`config.mk`:
```
export PLATFORM = sky130hd
export DESIGN_NAME = alu_card
export DESIGN_NICKNAME = d
export VERILOG_FILES = /design/src/rtl/alu_card_pkg.sv /design/src/rtl/alu_card_ctrl.sv /design/src/rtl/alu_card_dp.sv /design/src/rtl/alu_card.sv
export SDC_FILE = /design/constraint.sdc
export NUM_CORES = 1
export LEC_CHECK = 0
export BUFFER_PORTS_ARGS = -buffer_cell sky130_fd_sc_hd__buf_2
export CAP_MARGIN = 10
export CORE_ASPECT_RATIO = 0.7
export CORE_MARGIN = 4
export CORE_UTILIZATION = 30
export DETAILED_ROUTE_END_ITERATION = 8
export PLACE_DENSITY = 0.5
export SETUP_SLACK_MARGIN = 0.05
export SLEW_MARGIN = 20
export SYNTH_ARGS = -nofsm -noshare
export SYNTH_HDL_FRONTEND = slang
export SYNTH_SLANG_ARGS = --single-unit
export TNS_END_PERCENT = 1
```
`constraint.sdc`:
```
create_clock -name vclk -period 6.1
set_clock_uncertainty 0.05 [all_clocks]
set_input_delay 0.305 -clock vclk [all_inputs]
set_output_delay 0.305 -clock vclk [all_outputs]
set_load 0.01 [all_outputs]
```
`src/rtl/alu_card_pkg.sv`:
```
package alu_card_pkg;

  typedef enum logic [3:0] {
    CodeAdd  = 4'b0000,
    CodeSll  = 4'b0001,
    CodeSlt  = 4'b0010,
    CodeSltu = 4'b0011,
    CodeXor  = 4'b0100,
    CodeSrl  = 4'b0101,
    CodeOr   = 4'b0110,
    CodeAnd  = 4'b0111,
    CodeSub  = 4'b1000,
    CodeSra  = 4'b1101
  } aluCode_e;

  typedef struct packed {
    logic drive;
    logic invB;
    logic pickSum;
    logic pickLess;
    logic lessSigned;
    logic pickXor;
    logic pickOr;
    logic pickAnd;
  } aluStrobe_t;

endpackage

```
`src/rtl/alu_card_ctrl.sv`:
```
module alu_card_ctrl
  import alu_card_pkg::*;
(
  input  logic [3:0]  opCode,
  input  logic        busEn,
  output aluStrobe_t  strobe
);

  aluStrobe_t raw;

  always_comb begin
    raw = '0;
    case (opCode)
      CodeAdd:  begin raw.drive = 1'b1; raw.pickSum = 1'b1; end
      CodeSub:  begin raw.drive = 1'b1; raw.pickSum = 1'b1; raw.invB = 1'b1; end
      CodeSlt:  begin raw.drive = 1'b1; raw.pickLess = 1'b1; raw.invB = 1'b1;
                      raw.lessSigned = 1'b1; end
      CodeSltu: begin raw.drive = 1'b1; raw.pickLess = 1'b1; raw.invB = 1'b1; end
      CodeXor:  begin raw.drive = 1'b1; raw.pickXor = 1'b1; end
      CodeOr:   begin raw.drive = 1'b1; raw.pickOr = 1'b1; end
      CodeAnd:  begin raw.drive = 1'b1; raw.pickAnd = 1'b1; end
      default:  raw = '0;
    endcase
  end

  // A low enable silences every select, not just the drive flag.
  assign strobe = busEn ? raw : '0;

endmodule

```
`src/rtl/alu_card_dp.sv`:
```
module alu_card_dp
  import alu_card_pkg::*;
#(
  parameter int WIDTH = 32
) (
  input  logic [WIDTH-1:0] opA,
  input  logic [WIDTH-1:0] opB,
  input  aluStrobe_t       strobe,
  output logic [WIDTH-1:0] result,
  output logic             driving
);

  localparam int MSB = WIDTH - 1;

  logic [WIDTH-1:0] bEff;
  logic [WIDTH-1:0] sum;
  logic             carryOut;
  logic             overflow;
  logic             lessBit;
  logic [WIDTH-1:0] lessWord;
  logic [WIDTH-1:0] logicWord;

  assign bEff = opB ^ {WIDTH{strobe.invB}};
  assign {carryOut, sum} = {1'b0, opA} + {1'b0, bEff} + {{WIDTH{1'b0}}, strobe.invB};

  // Signed overflow: same-sign inputs produce a sum of the other sign.
  assign overflow = (opA[MSB] == bEff[MSB]) && (sum[MSB] != opA[MSB]);
  assign lessBit  = strobe.lessSigned ? (sum[MSB] ^ overflow) : ~carryOut;
  assign lessWord = {{(WIDTH-1){1'b0}}, lessBit};

  for (genvar i = 0; i < WIDTH; i++) begin : g_bit
    assign logicWord[i] = (strobe.pickXor & (opA[i] ^ opB[i]))
                        | (strobe.pickOr  & (opA[i] | opB[i]))
                        | (strobe.pickAnd & (opA[i] & opB[i]));
  end

  always_comb begin
    result = logicWord;
    if (strobe.pickSum)  result = result | sum;
    if (strobe.pickLess) result = result | lessWord;
    if (!strobe.drive)   result = '0;
  end

  assign driving = strobe.drive;

endmodule

```
`src/rtl/alu_card.sv`:
```
module alu_card
  import alu_card_pkg::*;
#(
  parameter int WIDTH = 32
) (
  input  logic [WIDTH-1:0] opA,
  input  logic [WIDTH-1:0] opB,
  input  logic [3:0]       opCode,
  input  logic             busEn,
  output logic [WIDTH-1:0] busOut,
  output logic             busDrive
);

  aluStrobe_t strobe;

  alu_card_ctrl u_ctrl (
    .opCode (opCode),
    .busEn  (busEn),
    .strobe (strobe)
  );

  alu_card_dp #(.WIDTH(WIDTH)) u_dp (
    .opA     (opA),
    .opB     (opB),
    .strobe  (strobe),
    .result  (busOut),
    .driving (busDrive)
  );

endmodule

```
## After elaboration in Yosys (flattened, before gate mapping)

Index checks and enable logic that the tools add are counted.
W data, S select, Z words.

- Register bits after elaboration: 0
- Bits of input ports: 69

- Eq/ne operators: 8
- Bitwise gates (word level): 261
- Add/subtract/negate cells: 2
- Multiplexer cells: 13
- Reductions and logical operators: 6

Operators by type and width:

| cell | number |
|---|---|
| $and A1 B1 Y1 | 128 |
| $mux W32 | 3 |
| $or A1 B1 Y1 | 96 |
| $add A32 B32 Y33 | 1 |
| $add A33 B1 Y33 | 1 |
| $xor A1 B1 Y1 | 33 |
| $or A32 B1 Y32 | 1 |
| $or A32 B32 Y32 | 1 |
| $xor A32 B32 Y32 | 1 |
| $eq A4 B3 Y1 const B | 3 |
| $mux W1 | 9 |
| $eq A4 B2 Y1 const B | 2 |
| $mux W8 | 1 |
| $reduce_or A7 Y1 | 1 |
| $eq A4 B4 Y1 const B | 1 |
| $logic_not A4 Y1 | 1 |
| $reduce_or A2 Y1 | 2 |
| $reduce_or A3 Y1 | 1 |
| $eq A1 B1 Y1 | 1 |
| $logic_and A1 B1 Y1 | 1 |
| $ne A1 B1 Y1 | 1 |
| $not A1 Y1 | 1 |

## Longest topological paths before layout

Gate-level depths: netlist (run 1).

- Depth after elaboration: 14
- Gate-level depth with buffers: 14

## Modules after synthesis

Synthesis (run 1) repeated with hierarchy kept, for this count alone.

- Cell total of the unflattened synthesis: 611
- Area total of the unflattened synthesis: 4,157.7 µm²

Modules (own cells, without submodules):

| module | times used | cells an instance | seq. area each (µm²) | area each (µm²) |
|---|---|---|---|---|
| alu_card_dp | 1 | 596 | 0.0 | 4,070.2 |
| alu_card_ctrl | 1 | 15 | 0.0 | 87.6 |

## Least setup slack after synthesis (run 1)

OpenSTA, ideal clock, no wires.

- Path kind: in2out
- From: in opCode[3]
- To: out busOut[30]
- Required time: 5.745 ns
- Arrival time: 3.656 ns
- Stages: 14
- Setup slack: 2.089 ns
- Buffers on the path: 1
- Path through: and2b_1 > o21bai_1 > clkbuf_1 > xnor2_1 > ha_1 > a21oi_1 > nand2b_1 > o21a_2 > a2111oi_4 > o31ai_4 > a41oi_2 > o41ai_2 > xnor2_1 > a221o_1

- Cells in the longest elaborated chain, start to end: 12
- Elaborated cells on any way between the ends: 32

Ends and longest elaborated chain:

| what | line | source |
|---|---|---|
| start, declared | alu_card.sv:8 | `input logic [3:0] opCode,` |
| $eq A4 B4 Y1 / $eq A4 B2 Y1 (equally long branches) | alu_card_ctrl.sv:13 | `case (opCode)` |
| $reduce_or A3 Y1 (no line) | - |  |
| $mux W1 | alu_card_ctrl.sv:13 |  |
| $mux W8 (*) | alu_card_ctrl.sv:27 | `assign strobe = busEn ? raw : '0;` |
| $xor A32 B32 Y32 | alu_card_dp.sv:23 | `assign bEff = opB ^ {WIDTH{strobe.invB}};` |
| $add A32 B32 Y33 | alu_card_dp.sv:24 | `assign {carryOut, sum} = {1'b0, opA} + {1'b0, bEff} + {{WIDTH{1'b0}}, strobe.invB};` |
| $add A33 B1 Y33 | alu_card_dp.sv:24 |  |
| $or A32 B32 Y32 | alu_card_dp.sv:39 | `if (strobe.pickSum) result = result \| sum;` |
| $mux W32 | alu_card_dp.sv:39 |  |
| $or A32 B1 Y32 | alu_card_dp.sv:40 | `if (strobe.pickLess) result = result \| lessWord;` |
| $mux W32 | alu_card_dp.sv:40 |  |
| $mux W32 (*) | alu_card_dp.sv:41 | `if (!strobe.drive) result = '0;` |
| end, declared | alu_card.sv:10 | `output logic [WIDTH-1:0] busOut,` |

Every way passes the cells marked *; elsewhere a longest branch is shown, timed or not.

## Worst setup path after layout (run 1)

- From: in opCode[1]
- To: out busOut[30]

Same word-level chain as after synthesis.

==> results of run 1 <==
[cells in the mapped netlist (all sizes together), types with 2 or more instances]
| library cell | number | area, sq um |
|---|---|---|
| a211o | 2 | 17.52 |
| xnor2 | 45 | 394.1 |
| and2 | 2 | 12.51 |
| or2 | 2 | 12.51 |
| inv | 79 | 296.5 |
| o21bai | 6 | 45.04 |
| ha | 97 | 1214 |
| o211ai | 4 | 30.03 |
| mux2i | 11 | 110.1 |
| nand2 | 37 | 138.9 |
| nor2 | 37 | 138.9 |
| nor3 | 3 | 15.01 |
| o21ai | 39 | 210.2 |
| a41oi | 3 | 33.79 |
| clkbuf | 21 | 78.83 |
| and3 | 3 | 18.77 |
| xor2 | 12 | 105.1 |
| a21o | 5 | 37.54 |
| nor2b | 4 | 25.02 |
| nand4 | 2 | 12.51 |
| o221ai | 11 | 96.34 |
| or3 | 5 | 31.28 |
| nand3 | 5 | 25.02 |
| nand2b | 8 | 50.05 |
| o31ai | 3 | 36.28 |
| a2111oi | 3 | 51.30 |
| nor3b | 6 | 50.05 |
| a21oi | 45 | 225.2 |
| o21a | 5 | 38.79 |
| a21bo | 2 | 20.02 |
| a211oi | 21 | 157.7 |
[through the flow]
step / power [uW] / std cells / cell area [sq um]
after global placement: 402.2 / 792 / 4591
after detailed placement: 409.5 / 792 / 4591
final: 411.4 / 792 / 4591
after CTS: 412.4 / 792 / 4591
after global routing: 464.9 / 792 / 4591
after floorplan: 287.7 / 543 / 3897
[final cells by class]
class / instances / area (sq um) / area share (%)
Multi-Input combinational cell: 443 / 3536 / 77.02
Timing Repair Buffer: 108 / 555.5 / 12.10
Inverter: 79 / 296.5 / 6.460
Tap cell: 162 / 202.7 / 4.415
[kinds of logic (layout without fill, tap and decap cells)]
family	after synthesis	after routing	synth area share [%]
AND/OR/NAND/NOR	120	120	14.80
AO/OA/AOI/OAI	157	157	28.28
multiplexers	11	11	2.825
adder cells (fa/ha/maj)	98	98	31.65
XOR/XNOR	57	57	12.81
buffers and inverters	100	187	9.631
[cells in the final DEF, fill, tap and decap left out, drive strengths merged, types with 2 or more instances in the layout]
master     n
a2111oi    3
a211o      2
a211oi    21
a21bo      2
a21o       5
a21oi     45
a41oi      3
and2       2
and3       3
buf      108
ha        97
inv       79
mux2i     11
nand2     37
nand2b     8
nand3      5
nand4      2
nor2      37
nor2b      4
nor3       3
nor3b      6
o211ai     4
o21a       5
o21ai     39
o21bai     6
o221ai    11
o31ai      3
or2        2
or3        5
xnor2     45
xor2      12
[routing by layer]
layer	up-vias	wire [um]
met5	-	0
met4	0	42
met3	6	597
met2	102	5069
met1	1860	5700
li1	2068	-
[critical path, stage by stage]
cell and delay, ps:
buf_2 230, and2b_1 280, o21bai_4 430, buf_4 310, xnor2_1 140, ha_1 300, o211ai_1 190, a21oi_1 80
o21a_2 260, a2111oi_4 490, o31ai_4 140, a41oi_2 360, o41ai_2 140, xnor2_1 150, a221o_1 320, buf_2 140
[how the worst max path moves through the flow]
stage | startpoint | end | depth (start not counted)
after floorplan | opCode[3] | busOut[30] | 14
after global placement | opCode[1] | busOut[30] | 16
after detailed placement | opCode[1] | busOut[30] | 16
after CTS | opCode[1] | busOut[30] | 16
after global routing | opCode[1] | busOut[30] | 16
final | opCode[1] | busOut[30] | 16
[power groups by stage]
stage,Combinational (uW),Clock [uW],Sequential (uW)
CTS,412,0,0
floorplan,288,0,0
finish,411,0,0
global route,465,0,0
global placement,402,0,0
detailed placement,410,0,0
==> reports/qor.yml, run 1 <==
holdPathEnd: "busDrive"
grt_busiest_layer: "met2"
synthesis.nets: 710
yosysSeqAreaShare_pct: 0
hold_start: "busEn"
gp_congestion: 0.8511
fmax_mhz: 215.4
grt_pass1_wl_um: 18690
use_met3_pct: 0.5515
post-route-util_pct: 36.58
drive_gt1_share_pct: 19.84
core_sq_um: 12550
cp.arrival_ps: 4290
die_y_um: 103.4
ys_types: 55
swShare_pct: 57.75
clkPwrFrac_pct: 0
critPathLaunchType: "input port"
wl_um: 11410
timing.max_cap.violations: 0
cp_max_fo: 20
critPathCaptureType: "output port"
n_antenna_cell: 0
grt_max_degree: 42
io_buffer_count: 102
hold_buffers: 0
whs_path_depth: 3
seq_cells: 0
powerDensity_nw_per_um2: 89.62
drv_slew: 0
p_leak_uw: 0.002377
globalRouteOverflowTotal: 0
start_util_pct: 31.06
cts_resized: 0
hold_ws_ps: 922.5
path_class: "in2out"
post-route-drc-count: 0
ios: 102
avgRoutedWirePerCell_um: 14.41
setup_ws_ps: 1458
ys_warn_count: 0
dpl.hpwl_um: 9365
synthToLayoutAreaGrowth_pct: 17.78
status: "finished clean"
fin_tns_setup_ps: 0
grt_use_met2_pct: 25.98
drt_iter0_drc: 212
p_seq_share_pct: 0
num_vias: 4036
min_path_type: "in2out"
seq_area_sq_um: 0
die-area_sq_um: 14910
first_global_vias: 3788
crit_required_ps: 5740
dpl_worst_slack_ps: 1404
final_antenna_net_count: 0
slew_headroom_pct: 59.25
fillers: 1314
postSynthAreaPerCell_sq_um: 7.178
rsz0062_at_grt: "no"
final-setup-viol-count: 0
gr-usage-met1_pct: 21.45
nClkBuffers: 0
netlist_instances: 543
nNetsFinal: 799
antenna_found_initial: 0
intPower_uw: 173.8
track_usage_pct: 14.84
firstDrtPassIters: 4
p_comb_share_pct: 100.0
p_switching_uw: 237.6
via_per_inst: 5.096
die_w_um: 144.2
cts_setup_buffers: 0
synthesis.area_sq_um: 3897
worst_pin_slew_ps: 606.7
row_count: 34
ir_worst_vdd_v: 0.00002466
hold_viol_final: 0
fin_crit_ps: 4642
finalCritPeriodShare_pct: 76.10
(Power assumes the default switching activity.)
==> run 2: changes to the inputs <==
--- a/config.mk
+++ b/config.mk
@@ -11,7 +11,7 @@
 export CORE_MARGIN = 4
 export CORE_UTILIZATION = 30
 export DETAILED_ROUTE_END_ITERATION = 8
-export PLACE_DENSITY = 0.5
+export PLACE_DENSITY = 0.52
 export SETUP_SLACK_MARGIN = 0.05
 export SLEW_MARGIN = 20
 export SYNTH_ARGS = -nofsm -noshare
==> constraint.sdc (replaced) <==
create_clock -name vclk -period 4.2
set_clock_uncertainty 0.05 [all_clocks]
set_input_delay 0.21 -clock vclk [all_inputs]
set_output_delay 0.21 -clock vclk [all_outputs]
set_load 0.01 [all_outputs]
==> run 2 against run 1 <==
Wire length decreased by 0.40%. Non-clock buffer count up 4. Highest routed layer unchanged. Count of clock-buffer cells in the layout is the same. Power rose by 48%. Die area unchanged. Core utilization is 0.38 points higher. Combinational power increased by 48%. Cell count rose by 0.51%. Final area is 1.0% higher. Worst hold slack worse by 190 ps. Global-route usage is 0.34 points lower. Sequential share of layout area unchanged.
==> reports/qor.yml, run 2 (synthesis gave the netlist of run 1 again) <==
path_class: "in2out"
globalRouteOverflowTotal: 0
fillers: 1341
m1WireLength_um: 5910
cp_max_fo: 12
ir_worst_vdd_v: 0.00004439
cp_slowest_cell: "a2111oi_4"
io_buffer_count: 102
dpl_worst_slack_ps: 78.78
cts_setup_buffers: 0
seq_cells: 0
nNetsFinal: 803
layout_commonest_cell: "buf_2"
min_path_type: "in2out"
final_antenna_net_count: 0
clkPwrFrac_pct: 0
n_antenna_cell: 0
wl_um: 11360
hold_ws_ps: 730.1
critPathLaunchType: "input port"
path_buf_inv: 3
nClkBuffers: 0
slew_headroom_pct: 38.28
firstDrtPassIters: 4
die_w_um: 144.2
power_uw: 607.1
met3WireLength_um: 422
setup_ws_ps: 276.8
post-route-drc-count: 0
drive_gt1_share_pct: 20.35
crit_required_ps: 3940
cp-startpoint: "opCode[0]"
p_seq_share_pct: 0
hold_viol_final: 0
p_comb_share_pct: 100.0
fin_tns_setup_ps: 0
rsz0062_at_grt: "no"
drt_iter0_drc: 217
timing.max_cap.violations: 0
hold_buffers: 0
slowest_delay_ps: 430
p_leak_uw: 0.002399
wl_met2_um: 4999
routed.top_layer: "met4"
synthToLayoutAreaGrowth_pct: 19.00
crit_end: "busOut[30]"
die_y_um: 103.4
seq_area_sq_um: 0
critPathCaptureType: "output port"
antenna_found_initial: 0
drv_slew: 0
ios: 102
final_cell_mix: "buf_2 (102), ha_1 (97), inv_1 (79), xnor2_1 (45), a21oi_1 (45)"
avgRoutedWirePerCell_um: 14.28
track_usage_pct: 14.50
powerDensity_nw_per_um2: 130.9
core_sq_um: 12550
multi_input_area_sq_um: 3553
fin_crit_ps: 3923
swShare_pct: 57.46
first_global_vias: 3957
final-setup-viol-count: 0
intPower_uw: 258.2
num_vias: 4012
via_per_inst: 5.040
cp.depth: 16
path_cells: "buf_2, nor3b_4, o21bai_4, buf_4, xnor2_1, ha_1, a21o_1, nand2b_1, o21a_2, a2111oi_4, o31ai_4, a41oi_4, o41ai_2, xnor2_1, a221o_1, buf_2"
grt_max_degree: 57
row_count: 34
finalCritPeriodShare_pct: 93.41
cts_resized: 0
worst_pin_slew_ps: 925.8
start_util_pct: 31.06
cp.arrival_ps: 3660
fmax_mhz: 254.9
dpl.hpwl_um: 9319
p_switching_uw: 348.8
gp_congestion: 0.8527
grt_pass1_wl_um: 18450
status: "finished clean"
cp_top_family: "compound AO/OA/AOI/OAI gates"
die-area_sq_um: 14910
run 2: how the worst min path moves through the flow:
stage                           to  cells past startpoint   from  slack, ps
after floorplan           busDrive                      1  busEn        520
after global placement    busDrive                      3  busEn        720
after detailed placement  busDrive                      3  busEn        730
after CTS                 busDrive                      3  busEn        740
after global routing      busDrive                      3  busEn        750
final                     busDrive                      3  busEn        730
run 2: final cells by class:
type | count | area share, %
inverters | 79 | 6.393
repair buffers | 112 | 12.62
well taps | 162 | 4.370
multi-input cells | 443 | 76.61
run 2: power groups by stage:
stage | sequential, uW | combinational [uW] | clock [uW]
final | 0 | 607 | 0
after CTS | 0 | 603 | 0
after detailed placement | 0 | 599 | 0
after global routing | 0 | 683 | 0
after global placement | 0 | 586 | 0
after floorplan | 0 | 418 | 0
run 2: worst min-delay path, stage by stage:
cell	delay, ps
buf_2	100
and3_1	140
buf_2	120
run 2: through the flow:
| stage | util [%] | cell area [sq um] | instances |
|---|---|---|---|
| 2_1_floorplan | - | 3897 | 543 |
| 6_report | 36.96 | 4638 | 796 |
| 3_5_place_dp | 36.82 | 4621 | 796 |
| 4_1_cts | 36.82 | 4621 | 796 |
| 3_3_place_gp | 36.82 | 4621 | 796 |
| 5_1_grt | 36.96 | 4638 | 796 |
run 2: routing by layer:
layer | vias up | GRT usage [%]
li1 | 2066 | -
met1 | 1861 | 20.69
met2 | 83 | 25.80
met3 | 2 | 0.5515
met4 | 0 | 0.5735
met5 | - | 0
